**src/rtl/pwrseq_pkg.sv**
```systemverilog
package pwrseq_pkg;
   localparam int ADDR_W = 2;
   localparam int BUS_W  = 32;

   typedef enum logic [1:0] {
      A_KEY   = 2'd0,
      A_ALARM = 2'd1,
      A_CTRL  = 2'd2,
      A_STAT  = 2'd3
   } reg_addr_e;

   typedef enum logic [1:0] {
      WP_LOCKED = 2'd0,
      WP_HALF   = 2'd1,
      WP_OPEN   = 2'd2
   } wp_state_e;

   localparam logic [BUS_W-1:0] KEY_A = 32'h5A3C_0F11;
   localparam logic [BUS_W-1:0] KEY_B = 32'hA5C3_F0EE;

   localparam int CTL_PWR_BIT  = 0;
   localparam int CTL_IRQ_BIT  = 1;
   localparam int WAKE_EN_LSB  = 8;
   localparam int WAKE_POL_LSB = 16;
endpackage

```
**src/rtl/pwr_wp_lock.sv**
```systemverilog
module pwr_wp_lock
   import pwrseq_pkg::*;
(
   input  logic             clk,
   input  logic             rst_n,
   input  logic             kick_wr,
   input  logic [BUS_W-1:0] kick_data,
   output logic             unlocked
);
   wp_state_e state_q, state_d;

   always_comb begin
      state_d = state_q;
      if (kick_wr) begin
         if (kick_data == KEY_A)
            state_d = WP_HALF;
         else if (state_q == WP_HALF && kick_data == KEY_B)
            state_d = WP_OPEN;
         else
            state_d = WP_LOCKED;
      end
   end

   always_ff @(posedge clk or negedge rst_n) begin
      if (!rst_n) state_q <= WP_LOCKED;
      else        state_q <= state_d;
   end

   assign unlocked = (state_q == WP_OPEN);

   // the open state is only entered from the half-keyed state
   p_open_path_r9: assert property (@(posedge clk) disable iff (!rst_n)
      (state_q == WP_OPEN && $past(state_q) != WP_OPEN) |-> $past(state_q) == WP_HALF);
endmodule

```
**src/rtl/pwr_alarm_cmp.sv**
```systemverilog
module pwr_alarm_cmp #(
   parameter int TIME_W = 24
) (
   input  logic [TIME_W-1:0] time_now,
   input  logic              time_tick,
   input  logic [TIME_W-1:0] alarm_val,
   output logic              hit
);
   localparam int NIB = (TIME_W + 3) / 4;
   logic [NIB-1:0] nib_eq;

   for (genvar g = 0; g < NIB; g++) begin : g_nib
      localparam int LO = 4 * g;
      localparam int HI = (LO + 3 < TIME_W) ? LO + 3 : TIME_W - 1;
      assign nib_eq[g] = (time_now[HI:LO] == alarm_val[HI:LO]);
   end

   assign hit = time_tick && (&nib_eq);
endmodule

```
**src/rtl/pwr_wake_sync.sv**
```systemverilog
module pwr_wake_sync #(
   parameter int N_WAKE      = 2,
   parameter int SYNC_STAGES = 2
) (
   input  logic              clk,
   input  logic              rst_n,
   input  logic [N_WAKE-1:0] pin_async,
   output logic [N_WAKE-1:0] pin_sync
);
   if (SYNC_STAGES < 2) begin : g_bad
      $error("pwr_wake_sync: SYNC_STAGES must be at least 2");
   end

   for (genvar i = 0; i < N_WAKE; i++) begin : g_pin
      logic [SYNC_STAGES-1:0] sh_q;
      always_ff @(posedge clk or negedge rst_n) begin
         if (!rst_n) sh_q <= '0;
         else        sh_q <= {sh_q[SYNC_STAGES-2:0], pin_async[i]};
      end
      assign pin_sync[i] = sh_q[SYNC_STAGES-1];
   end
endmodule

```
**src/rtl/alarm_pwr_ctl.sv**
```systemverilog
module alarm_pwr_ctl
   import pwrseq_pkg::*;
#(
   parameter int TIME_W      = 24,
   parameter int N_WAKE      = 2,
   parameter int SYNC_STAGES = 2
) (
   input  logic              clk,
   input  logic              rst_n,
   input  logic [TIME_W-1:0] time_now,
   input  logic              time_tick,
   input  logic              bus_wr,
   input  logic [1:0]        bus_addr,
   input  logic [31:0]       bus_wdata,
   output logic [31:0]       bus_rdata,
   input  logic [N_WAKE-1:0] wake_pin,
   output logic              pwr_en,
   output logic              alarm_irq
);
   if (TIME_W < 1 || TIME_W > BUS_W) begin : g_bad_time
      $error("alarm_pwr_ctl: TIME_W must be 1..32");
   end
   if (N_WAKE < 1 || N_WAKE > 8) begin : g_bad_wake
      $error("alarm_pwr_ctl: N_WAKE must be 1..8");
   end

   logic              unlocked, wr_open, a2_hit, a2_flag, wake_any;
   logic              ctl_pwr, ctl_irq;
   logic [N_WAKE-1:0] wake_en, wake_pol, wake_s, wake_act;
   logic [TIME_W-1:0] alarm_q;

   pwr_wp_lock u_lock (
      .clk(clk), .rst_n(rst_n),
      .kick_wr(bus_wr && bus_addr == A_KEY),
      .kick_data(bus_wdata), .unlocked(unlocked));

   pwr_alarm_cmp #(.TIME_W(TIME_W)) u_cmp (
      .time_now(time_now), .time_tick(time_tick),
      .alarm_val(alarm_q), .hit(a2_hit));

   pwr_wake_sync #(.N_WAKE(N_WAKE), .SYNC_STAGES(SYNC_STAGES)) u_sync (
      .clk(clk), .rst_n(rst_n), .pin_async(wake_pin), .pin_sync(wake_s));

   assign wr_open = bus_wr && unlocked;

   always_ff @(posedge clk or negedge rst_n) begin
      if (!rst_n) begin
         alarm_q  <= '0;
         ctl_pwr  <= 1'b0;
         ctl_irq  <= 1'b0;
         wake_en  <= '0;
         wake_pol <= '0;
      end else if (wr_open) begin
         if (bus_addr == A_ALARM) alarm_q <= bus_wdata[TIME_W-1:0];
         if (bus_addr == A_CTRL) begin
            ctl_pwr  <= bus_wdata[CTL_PWR_BIT];
            ctl_irq  <= bus_wdata[CTL_IRQ_BIT];
            wake_en  <= bus_wdata[WAKE_EN_LSB +: N_WAKE];
            wake_pol <= bus_wdata[WAKE_POL_LSB +: N_WAKE];
         end
      end
   end

   always_ff @(posedge clk or negedge rst_n) begin
      if (!rst_n)
         a2_flag <= 1'b0;
      else if (a2_hit)
         a2_flag <= 1'b1;
      else if (wr_open && bus_addr == A_STAT && bus_wdata[0])
         a2_flag <= 1'b0;
   end

   for (genvar i = 0; i < N_WAKE; i++) begin : g_act
      if (1) begin : g_pol
         assign wake_act[i] = wake_en[i] && (wake_pol[i] ? wake_s[i] : !wake_s[i]);
      end
   end
   assign wake_any = |wake_act;

   always_ff @(posedge clk or negedge rst_n) begin
      if (!rst_n)                    pwr_en <= 1'b1;
      else if (!pwr_en && wake_any)  pwr_en <= 1'b1;
      else if (a2_hit && ctl_pwr)    pwr_en <= 1'b0;
   end

   assign alarm_irq = a2_flag && ctl_irq;

   always_comb begin
      bus_rdata = '0;
      case (bus_addr)
         A_KEY:   bus_rdata[0] = unlocked;
         A_ALARM: bus_rdata[TIME_W-1:0] = alarm_q;
         A_CTRL: begin
            bus_rdata[CTL_PWR_BIT] = ctl_pwr;
            bus_rdata[CTL_IRQ_BIT] = ctl_irq;
            bus_rdata[WAKE_EN_LSB +: N_WAKE]  = wake_en;
            bus_rdata[WAKE_POL_LSB +: N_WAKE] = wake_pol;
         end
         default: bus_rdata[0] = a2_flag;
      endcase
   end

   // a locked control write leaves the control state unchanged
   p_locked_ctrl_r2: assert property (@(posedge clk) disable iff (!rst_n)
      (bus_wr && !unlocked && bus_addr == A_CTRL) |=> ($stable(ctl_pwr) && $stable(wake_en)));
   // a hit sets the flag
   p_flag_set_r3: assert property (@(posedge clk) disable iff (!rst_n)
      a2_hit |=> a2_flag);
   // the flag only falls after an unlocked write-one to status
   p_flag_clr_r3: assert property (@(posedge clk) disable iff (!rst_n)
      $fell(a2_flag) |-> $past(wr_open && bus_addr == A_STAT && bus_wdata[0]));
   // the interrupt never shows without the flag
   p_irq_flag_r4: assert property (@(posedge clk) disable iff (!rst_n)
      alarm_irq |-> a2_flag);
   // a controlled hit while ON switches OFF
   p_off_r5: assert property (@(posedge clk) disable iff (!rst_n)
      (a2_hit && ctl_pwr && pwr_en) |=> !pwr_en);
   // power only falls after a controlled hit
   p_fall_cause_r5: assert property (@(posedge clk) disable iff (!rst_n)
      $fell(pwr_en) |-> $past(a2_hit && ctl_pwr));
   // an active enabled wake restores power from OFF
   p_wake_on_r6: assert property (@(posedge clk) disable iff (!rst_n)
      (!pwr_en && wake_any) |=> pwr_en);
endmodule

```
**config.mk**
```make
export PLATFORM = sky130hd
export DESIGN_NAME = alarm_pwr_ctl
export DESIGN_NICKNAME = d
export VERILOG_FILES = /design/src/rtl/pwrseq_pkg.sv /design/src/rtl/pwr_wp_lock.sv /design/src/rtl/pwr_alarm_cmp.sv /design/src/rtl/pwr_wake_sync.sv /design/src/rtl/alarm_pwr_ctl.sv
export SDC_FILE = /design/constraint.sdc
export NUM_CORES = 1
export LEC_CHECK = 0
export ABC_CLOCK_PERIOD_IN_PS = 1400
export BUFFER_PORTS_ARGS = -buffer_cell sky130_fd_sc_hd__buf_2
export CAP_MARGIN = 20
export CORE_UTILIZATION = 44
export CTS_BUF_LIST = sky130_fd_sc_hd__clkbuf_8
export CTS_CLUSTER_DIAMETER = 40
export DETAILED_ROUTE_END_ITERATION = 12
export GPL_TIMING_DRIVEN = 0
export PLACE_DENSITY = 0.78
export SYNTH_ARGS = -nofsm -noshare
export SYNTH_HDL_FRONTEND = slang
export SYNTH_SLANG_ARGS = --single-unit
```
**constraint.sdc**
```tcl
create_clock -name clk -period 1.4 [get_ports clk]
set_input_delay 0.28 -clock clk [delete_from_list [all_inputs] [get_ports clk]]
set_output_delay 0.28 -clock clk [all_outputs]
set_load 0.03 [all_outputs]
```
Word-level counts from Yosys, hierarchy flattened
Cells that the tools add are included.

Memory bits (writable): 0. Latch bits: 0. Logic and storage cells: 59. Bits in registers: 38. ROM bits: 0. Memories kept: 0. Input port bits: 64.

Div/mod/pow operators: 0. Shift operators: 0. Reductions and logical operators: 21. Eq/ne operators: 13. Add/subtract/negate cells: 0. Bitwise logic cells: 0. Order comparisons: 0. Mux-type cells: 15. Multipliers: 0.

Operator list (count): $eq 32x31->1 const B (1); $eq 32x32->1 const B (1); $eq 4x4->1 (6); $mux 6 (3); $logic_and 1x1->1 (11); $pmux 2 s2 (2); $eq 2x2->1 const B (3); $mux 1 (6); $reduce_and 6->1 (1); $eq 2x1->1 const B (2); $mux 2 (2); $reduce_and 2->1 (2); $reduce_bool 2->1 (2); $logic_not 1->1 (3); $pmux 1 s3 (1); $logic_not 2->1 (1); $pmux 1 s2 (1); $reduce_or 2->1 (1).

Longest topological paths before layout
Word-level depth: 6. Depth in mapped cells: 6. Gate-level depth less buffers: 5.

Modules after synthesis
From an unflattened synthesis, not the netlist that was laid out.

Cells, all modules: 197. Area total of the unflattened synthesis: 2376.0 um^2.

Modules (own cells, without submodules): alarm_pwr_ctl (cells each 128, seq. area each 802.0 um^2, area each 1696.6 um^2, instances 1); pwr_wp_lock (cells each 30, seq. area each 50.0 um^2, area each 295.3 um^2, instances 1); pwr_alarm_cmp (cells each 33, seq. area each 0.0 um^2, area each 269.0 um^2, instances 1); pwr_wake_sync (cells each 6, seq. area each 100.1 um^2, area each 115.1 um^2, instances 1).

Least setup slack after synthesis
Ideal clock, no wire load.

Kind: input-to-output. Start point: input bus_addr[1]. End point: output bus_rdata[16]. Path buffers: 2. Path slack: -0.330 ns. Cell stages on the path: 6. Data required time: 1.120 ns. Arrival time: 1.450 ns. Path through: inv_1 -> ha_1 -> clkbuf_1 -> clkbuf_1 -> a22oi_1 -> nor2b_1.

Longest elaborated chain between the ends: 2. Elaborated cells between the ends (all ways): 3. Those cells by class: 2 x eq/ne; 1 x mux.

RTL lines: from (decl) (RTL line alarm_pwr_ctl.sv:13) `input logic [1:0] bus_addr,`; $eq 2x2->1 or $eq 2x1->1 (tied branches) (RTL line alarm_pwr_ctl.sv:90) `case (bus_addr)`; $pmux 2 s2 * (RTL line alarm_pwr_ctl.sv:90); to (decl) (RTL line alarm_pwr_ctl.sv:15) `output logic [31:0] bus_rdata,`.

Every way passes the cells marked *; elsewhere a longest branch is shown, timed or not.

Final worst setup path
Start point: register alarm_q[0]. End point: output bus_rdata[0].

Longest elaborated chain between the ends: 1.

RTL lines: from (decl) (RTL line alarm_pwr_ctl.sv:30) `logic [TIME_W-1:0] alarm_q;`; from (signal assigned) (RTL line alarm_pwr_ctl.sv:54) `if (bus_addr == A_ALARM) alarm_q <= bus_wdata[TIME_W-1:0];`; $pmux 1 s3 (RTL line alarm_pwr_ctl.sv:90).

Every way passes these cells.

==> results.md <==
* Total half-perimeter wirelength after legalization and detailed placement at roughly 4400 um
* Arrival time of data at the critical path endpoint at 1.33 ns
* Global router's overall resource usage at 0.2308
* Number of optimization iterations in the first detailed-route pass at 4
* Initial cell density of the core at 0.4655
* Failing checks: negative setup slack
* Adder-Cell Fraction of Synth Area at 0.02790
* Post-synthesis cell area at 2242 um2
* Port-buffer cells at between 80 and 90
* Final Routed Wirelength at slightly above 6000 um
* Commonest cells after routing, fill and taps aside: buf_2, dfrtp_1, mux2_2
* Clock latency at the later pin of the worst-skew pair at about 0.29 ns
* Number of cells in the finished layout apart from fillers at 379
* CTS Hold Buffers Added at 0
* Final hold slack at around 0.092 ns
* Total grt overflow at 0
* Total area of multi-input combinational cells at 1370 um2
* Number of DRC violations after detailed-routing iteration 0 at ~140
* Parity-gate share of the synthesized area counting xor and xnor cells at 0.09766
* Kind of cell adding the most delay to the critical path: compound AO/OA/AOI/OAI gates
* Post-synthesis mux area share at 0.1507
* Cell chain of the critical path: a221o_1, a21oi_2, a21oi_4, buf_6
* Category of the worst setup path launch point: flop
* Synth warnings at 0
* Number of diodes at 0
* Worst EP required at ~1.1 ns
* Core region area at about 4800 um2
* Footprint of the flip-flops and latches at 953.4 um2
* Number of placed I/O pins at 98
* Number of antenna violations at the first check in global routing at 0
* Final setup margin at -0.2117 ns
* Number of clock buffers inserted by TritonCTS at 5
* Final design instance area without fill at 3427 um2
* Final TNS setup at -3.295 ns
* Top flip-flop cell by instance count after synthesis: dfrtp_1
* Final-report hold violation count at 0
* Post-detailed-route count of antenna-violating nets at 0
* # placed instances at between 300 and 400
* Leading cell type in the layout, fill and taps excluded: buf_2
* Wire length of the first global-routing pass at approximately 9000 um
* Worst slew margin relative to its limit at 0.4479
* Max incr delay on CP at roughly 0.40 ns
* Routability Congestion at around 0.9
* Share of the synthesized area in the top cell type at 0.4129
* Number of synthesized flops with an enable pin at 0
* Fillers at roughly 360
* Power Dens Cells at ~640 nW/um2
* CTS H-tree lvls at 2
* Area enclosed by the die boundary at roughly 5400 um2
* Fraction of layout instances using a drive strength above 1 at 0.6154
* DIE WIDTH at between 70 and 80 um
* Seq/Total Area, Yosys at 0.4247
* CTS tree: built
* Post-detailed-route DRC marker count at 0
* Number of nets in the finished design at 380
* Area after detailed placement at approximately 2800 um2
* Fmax at 620.5 MHz
* Slew at the pin closest to its max-slew limit at 0.8281 ns
* Worst VDD drop at ~500 uV
* Via Count at 1945
* Total setup violations reported at the end of the flow at 36
* Pin count of the biggest net entering global routing at 39
* Kind of end point of the critical path: output pin
* Reg clk slew, reported paths at 0.07 ns
* Post-synthesis cell type with the largest combined area: dfrtp_1
* Hold Crit Class: input pin to asynchronous set/reset pin
* Via count of the first global-routing pass at between 1500 and 2000
* Maximum buffer depth of the clock tree at 2
* Final critical delay including setup and external delays at ~1.6 ns
* Final Slew Violations at 0
* Die boundary height at 73.39 um
* Average instance area after synthesis at around 11 um2
* Setup repair after global routing missed its margin: true
* Top fanout value on the critical path at 2
* Via density per instance at between 5 and 6
* Sink count of the clock tree at 38
* Average detailed-routed wire length per instance at 16.34 um
* Count of buffering cells on the critical path with inverters included at 1
* Synthesis-to-finish area growth at 52.85%
* Asr flop ratio synth at 1.000
* Pleak at around 0.0017 uW
* Clock root buffer: clkbuf_8
* Path type of the worst setup path: flop to output pin
* Simple-gate share of the synthesized area at 0.1920
* Largest clock skew in the final design at 0.005329 ns
* Count of mapped cells out of synthesis at ~200
* Run status: finished with violations
* Final worst path period share at 1.151
* Netlist cell types at 39
* Row count at 25
* Main combinational cell family by area after synthesis: simple AND/OR/NAND/NOR gates
* Max-cap violations at 0
* Compound-Gate Fraction of Synth Area at 0.05525
* Number of synthesized register bits at 38
* Cell types with the largest area share after synthesis: dfrtp_1, mux2_2, xor2_1
* Slowest library cell on the worst path: dfrtp_1
worst reg2reg max path, delay by kind of cell (launching register included):
kind | cells | cell delay, ns
muxes | 1 | 0.27
buffers and inverters | 2 | 0.33
and+or+nand+nor | 2 | 0.43
DFF | 1 | 0.40
power by group:
group / total, uW / internal [uW] / leakage [uW] / switching, uW
Sequential: 1110 / 1100 / 0.000511 / 2.32
Combinational: 353 / 162 / 0.00117 / 191
Clock: 751 / 390 / 0.0000524 / 361
Total: 2210 / 1650 / 0.00173 / 554
metal layers:
metal	vias to the layer above	routed length, um	GRT usage
li1	921	-	-
met1	932	2611	0.3111
met2	83	3081	0.3683
met3	9	386	0.04527
met4	0	112	0.08761
met5	-	0	0
state kept, by name, summed over array words and instances, names as in the netlist:
register,count
alarm_q,24
u_sync.g_pin.sh_q,4
u_lock.state_q,2
wake_en,2
wake_pol,2
a2_flag,1
ctl_irq,1
ctl_pwr,1
pwr_en,1
per-stage QoR:
step | util | total power [uW] | setup WS [ns]
after floorplan | - | 1259 | 0.001188
after global placement | 0.5912 | 1423 | -0.3944
after detailed placement | 0.5912 | 1427 | -0.4030
after CTS | 0.6730 | 2209 | -0.2531
after global routing | 0.7114 | 2297 | -0.2651
final | 0.7114 | 2209 | -0.2117
final cells by class:
type,instances,area share
multi-input combinational,146,0.3998
inverter,5,0.009858
timing repair buffer,103,0.2231
sequential,38,0.2782
buffer,12,0.03797
clock buffer,6,0.02410
tap,67,0.02446
clock inverter,2,0.002556
repair_timing:
item | in CTS | in global routing
setup endpoints to repair | 56 | 52
buffers inserted | 6 | 6
gates resized for setup | 72 | 27
pin swaps | 7 | 17
gates cloned | 0 | 2
worst paths after layout:
path	start	end	slack (ns)	cells past startpoint
setup / recovery	alarm_q[0]	bus_rdata[0]	-0.21	4
hold / removal	rst_n	alarm_q[20]	0.09	1
setup reg to reg	u_lock.state_q[0]	alarm_q[0]	-0.14	5
hold reg to reg	u_sync.g_pin[1].sh_q[0]	u_sync.g_pin[1].sh_q[1]	0.35	0
max in group asynchronous	rst_n	alarm_q[9]	0.74	1
min in group clk	wake_pin[1]	u_sync.g_pin[1].sh_q[0]	0.10	1
synthesized netlist by cell type, types with 5 or more instances:
cell type,count
a22oi_1,5
and2_1,19
buf_4,8
dfrtp_1,37
ha_1,5
inv_1,5
mux2_2,30
nand4_1,5
nor2b_1,5
nor4_1,7
xnor2_1,6
xor2_1,19
cells by family (layout without fill, tap and decap cells):
group                    Yosys count  in the layout
buffers and inverters             18            128
adder cells (fa/ha/maj)            5              5
AO/OA/AOI/OAI                     16             16
AND/OR/NAND/NOR                   62             62
other                              1              8
XOR/XNOR                          25             25
flip-flops                        38             38
multiplexers                      30             30
Note: power is estimated with default switching activity, not from simulation.
